**config.mk**
```make
export PLATFORM = sky130hd
export DESIGN_NAME = phase_offset_counter
export DESIGN_NICKNAME = d
export VERILOG_FILES = /design/src/rtl/phase_offset_counter.sv
export SDC_FILE = /design/constraint.sdc
export NUM_CORES = 1
export LEC_CHECK = 0
export ABC_CLOCK_PERIOD_IN_PS = 3000
export CORE_MARGIN = 5
export CORE_UTILIZATION = 35
export DETAILED_ROUTE_END_ITERATION = 12
export SYNTH_ARGS = -nofsm -noshare
export SYNTH_HDL_FRONTEND = slang
export SYNTH_SLANG_ARGS = --single-unit
```
**constraint.sdc**
```tcl
create_clock -name clk -period 3 [get_ports clk]
set_input_delay 0.75 -clock clk [delete_from_list [all_inputs] [get_ports clk]]
set_output_delay 0.75 -clock clk [all_outputs]
set_load 0.005 [all_outputs]
```
**src/rtl/phase_offset_counter.sv**
```systemverilog
module phase_offset_counter #(
  parameter int SAMPLE_W = 7,
  parameter int COUNT_W  = 5
) (
  input  logic                clk,
  input  logic                rst_n,
  input  logic                smp_valid,
  input  logic [SAMPLE_W-1:0] smp,
  input  logic                ref_lvl,
  output logic [COUNT_W-1:0]  phase_cnt,
  output logic                done
);
  localparam logic [SAMPLE_W-1:0] MID     = {1'b1, {(SAMPLE_W-1){1'b0}}};
  localparam logic [COUNT_W-1:0]  CNT_MAX = '1;
  localparam logic [COUNT_W-1:0]  CNT_ONE = COUNT_W'(1);

  logic                have_prev;
  logic                prev_low;
  logic                prev_ref;
  logic                running;
  logic [COUNT_W-1:0]  count;

  wire rise_x   = have_prev && prev_low && (smp >= MID);
  wire ref_fall = prev_ref && !ref_lvl;
  wire stop     = running && ref_fall;
  wire [COUNT_W-1:0] next_cnt = (count == CNT_MAX) ? CNT_MAX : count + CNT_ONE;

  always_ff @(posedge clk) begin
    if (!rst_n) begin
      have_prev <= 1'b0;
      prev_low  <= 1'b0;
      prev_ref  <= 1'b0;
      running   <= 1'b0;
      count     <= '0;
      phase_cnt <= '0;
      done      <= 1'b0;
    end else begin
      done <= 1'b0;
      if (smp_valid) begin
        have_prev <= 1'b1;
        prev_low  <= (smp < MID);
        prev_ref  <= ref_lvl;
        if (stop) begin
          phase_cnt <= count;
          done      <= 1'b1;
          running   <= 1'b0;
        end else if (running) begin
          count <= next_cnt;
        end else if (rise_x) begin
          running <= 1'b1;
          count   <= CNT_ONE;
        end
      end
    end
  end
endmodule

```
==> results <==
- The run finished with clean final reports.
- In this design, the stage delay of the slowest critical-path cell is ~0.50 ns.
- The overall track demand over capacity in global routing is 11.03%.
- The cell family contributing the most delay on the critical path is buffers and inverters.
- From bottom edge to top edge, the die measures 53.32 µm.
- The total overflow left after global routing is 0.
- The reg-to-reg endpoint is count[1].
- Summed over all instances, the cell type with the most area after synthesis is sky130_fd_sc_hd__dfxtp_1.
- The power share of the combinational group is roughly 6.4%.
- The die footprint is 2843 µm².
- After detailed routing, the average wire length per cell comes to between 10 and 15 µm.
- The capture endpoint of the worst hold path is prev_low.
- Once detail routing completed, the nets flagged for antenna violations numbered 0.
- The master cell of the clock root buffer is sky130_fd_sc_hd__clkbuf_4.
- The placement row count is 15.
- The wire length of the first global-routing pass is between 2000 and 2500 µm.
- The cell area that synthesis handed to floorplanning was about 660 µm².
- Of the total power, the clock network draws 33.5%.
- Buffers added to address setup during post-CTS repair amount to 0.
- The via density per instance is 5.075.
- After detailed placement, the total cell area comes to between 700 and 800 µm².
- The total power draw is 0.3423 mW.
- Clock latency on the worst-skew pair, taken at its later pin, is between 0.2 and 0.3 ns.
- The number of hold violations in the final report is 0.
- After filler insertion, the fill cell instance count of the layout stands at 189.
- The residual DRC count is 0.
- The standard cell core area is roughly 1800 µm².
- The count of routing violations after the opening detailed-route iteration is 9.
- The largest vdd supply drop is 0.3220 mV.
- After clock tree synthesis, the clock-pin slew on the worst setup and hold paths is about 0.09 ns.
- The category of the most critical setup path is reg -> out.
- Of the total power, registers draw 60.1%.
- The total setup violations reported at the end of the flow is 0.
- The antenna cell count is 0.
- The slowest library cell on the worst path is sky130_fd_sc_hd__clkdlybuf4s50_1.
- The synthesized netlist contains 27 unique library cells.
- The pin count of the biggest net entering global routing is 13.
- Counting both buffers and inverters, the worst setup path holds a total of 1.
- The warning count from the yosys run is 0.
- The path type of the worst min-delay path is reg -> reg.
- The detailed placement HPWL is approximately 950 µm.
- The clock arrives with 0.006097 ns of skew.
- The H-tree depth reported by CTS is 1.
- After routing the design area is 805.8 µm².
- The number of global-route vias before repair is 528.
- In this run the static leakage power is 0.3302 nW.
- The worst hold path was traced through 2 stages.
- Counting every net in the synthesized netlist gives 82.
- Sequential elements use 45.71% of the synthesized area.
- Summing all flip-flop and latch instances after layout gives 300.3 µm².
- The number of maximum-capacitance violations is 0.
- The total of flip-flops plus latches after synthesis is 15.
- The pin slew with the least headroom to its limit is ~0.36 ns.
- The number of primary I/O pins is 17.
- The number of standard cells after synthesis is 70.
- The cts-stage hold buffer count is 0.
- Measured along the x axis, the die boundary spans 53.32 µm.
- The worst path in the final design needs a cycle of 1.874 ns, including I/O delays and setup.
- The area of the multi-input gates is 340.3 µm².
- Data on the critical path arrives at its endpoint at 1.12 ns.
- The number of instances resized during post-cts repair is 0.
- The fmax is 533.6 MHz.
- The number of antenna violations at the first check in global routing is 0.
- The internal portion of the total power is around 0.26 mW.
- The total number of clock tree sinks is 15.
- The layout overhead on the synthesized area is 22.67%.
- The critical register-to-register path startpoint is count[0].
- The worst path uses 62.47% of the clock period.
- The length of the first detailed-routing pass in iterations is 4.
- Once the floorplan was initialized, standard cells occupied 37.23% of the core.
- STA classifies the critical path endpoint as an output port.
- The final standard cell utilization of the core is 45.67%.
- Summed over its instances, the top area cell type makes up 45.71% of the synthesized netlist area.
- The CTS tree is done.
- The final-layout setup total negative slack is 0 ns.
- The start point of the worst hold path is prev_low.
- The kind of launch point of the worst setup path is a register.
- In this run the tightest slew margin relative to its limit is between 70 and 80%.
- The routed layout has 543 vias.
- The required time of the critical path is 2.25 ns.
- In this run the register-to-register setup slack is 1.72 ns.
- The switching power of the nets is 0.07786 mW.
- The worst reg-to-reg path cell count is 4.
- In this run switching power makes up 22.75% of total power.
- The worst-case clock buffer depth is 2.
- The congestion estimate from routability-driven global placement came to 0.8381.
- The final layout contains routed wiring with a total length of 1286 µm.
- Setup repair after global routing left no endpoint under its margin.
- Clock tree synthesis inserted a total of 3 buffers.
- A synthesized cell averages 9.384 µm².
- The count of nets after finishing is 95.
- During placement, the flow inserted port buffers numbering 10.
- Yosys attributes the largest share of cell area to sky130_fd_sc_hd__dfxtp_1 46%, sky130_fd_sc_hd__mux2i_1 9.1%, sky130_fd_sc_hd__nor2_1 6.3%.
- Along the worst path, the maximum fanout reaches 2.
- The fraction of layout instances using a drive strength above 1 is 8.537%.
- Power spread over the standard cell area amounts to approximately 420 nW/µm².
- Walking the worst path, the cells encountered are clkdlybuf4s50_1.
- The number of max-slew violations in the final report is 0.
## power groups by stage
stage / Combinational, mW / Sequential, mW / Clock (mW)
floorplan: 0.0136 / 0.209 / 0
CTS: 0.0222 / 0.206 / 0.121
global route: 0.0251 / 0.206 / 0.130
finish: 0.0218 / 0.206 / 0.115
global placement: 0.0222 / 0.210 / 0
detailed placement: 0.0222 / 0.210 / 0
## metal layers
metal	GRT usage (%)	share of wire (%)	up-vias
met5	0	0	-
li1	-	-	281
met2	16.73	43	18
met4	2.553	0.86	0
met1	13.20	49	240
met3	6.479	6.6	4
## registers in the layout (all words and copies together), names as in the netlist
register	flops
count	5
phase_cnt	5
done	1
have_prev	1
prev_low	1
prev_ref	1
running	1
## how the worst max path moves through the flow
stage	slack [ns]	to	depth (start not counted)	start
6_report	1.13	phase_cnt[3]	1	phase_cnt[3]
5_1_grt	1.03	phase_cnt[0]	4	smp_valid
4_1_cts	1.11	phase_cnt[4]	1	phase_cnt[4]
3_5_place_dp	0.84	phase_cnt[0]	4	smp_valid
3_3_place_gp	0.85	phase_cnt[1]	4	smp_valid
2_1_floorplan	1.49	phase_cnt[0]	4	smp_valid
## synth_stat cells (all sizes together)
cell,n
mux2i,6
nor2b,1
a21oi,4
dfxtp,15
o21ai,4
nor2,11
or2,1
a2111o,1
clkbuf,1
ha,1
nand2,3
a211oi,2
and4,2
and3,1
and2,2
o31ai,1
buf,1
nand4,1
nand3,1
inv,2
a311oi,1
a31oi,3
a21boi,1
o41ai,1
nand2b,2
nand4b,1
## placed cells by master (no fill, tap or decap)
cell	instances
sky130_fd_sc_hd__dfxtp_1	15
sky130_fd_sc_hd__nor2_1	11
sky130_fd_sc_hd__clkdlybuf4s50_1	10
sky130_fd_sc_hd__mux2i_1	6
sky130_fd_sc_hd__o21ai_0	4
sky130_fd_sc_hd__a21oi_1	4
sky130_fd_sc_hd__nand2_1	3
sky130_fd_sc_hd__a31oi_1	3
sky130_fd_sc_hd__clkbuf_4	3
sky130_fd_sc_hd__inv_1	2
sky130_fd_sc_hd__a211oi_1	2
sky130_fd_sc_hd__nand2b_1	2
sky130_fd_sc_hd__and4_1	2
sky130_fd_sc_hd__nand3_1	1
sky130_fd_sc_hd__or2_2	1
sky130_fd_sc_hd__and2_4	1
sky130_fd_sc_hd__and2_1	1
sky130_fd_sc_hd__nand4_1	1
sky130_fd_sc_hd__nand4b_2	1
sky130_fd_sc_hd__and3_1	1
sky130_fd_sc_hd__nor2b_4	1
sky130_fd_sc_hd__a21boi_0	1
sky130_fd_sc_hd__a311oi_1	1
sky130_fd_sc_hd__o41ai_1	1
sky130_fd_sc_hd__o31ai_1	1
sky130_fd_sc_hd__a2111o_1	1
sky130_fd_sc_hd__ha_1	1
sky130_fd_sc_hd__clkbuf_1	1
## kinds of logic after synthesis
kind of cell	share of synthesized area, %
simple gates	22.86
flops	45.71
buf+inv	2.475
fa+ha+maj	1.904
mux	9.143
compound gates	17.91
## stage by stage
| stage | instances | setup slack [ns] | hold WS [ns] |
|---|---|---|---|
| floorplan | 70 | 1.493 | 0.4623 |
| finish | 107 | 1.126 | 0.4970 |
| global route | 107 | 1.028 | 0.5382 |
| CTS | 107 | 1.107 | 0.5002 |
| detailed placement | 103 | 0.8376 | 0.4903 |
| global placement | 103 | 0.8534 | 0.4807 |
## worst min-delay path: stages (launching register included)
cell and delay, ns:
sky130_fd_sc_hd__dfxtp_1 0.33, sky130_fd_sc_hd__nor2_1 0.08, sky130_fd_sc_hd__a211oi_1 0.05
## cell type report
type / instances / share of cell area, %
tap: 25 / 3.882
inverter: 2 / 0.9317
multi-input combinational: 51 / 42.24
clock buffer: 4 / 3.261
timing repair buffer: 10 / 12.42
sequential: 15 / 37.27
(Power assumes the default switching activity.)
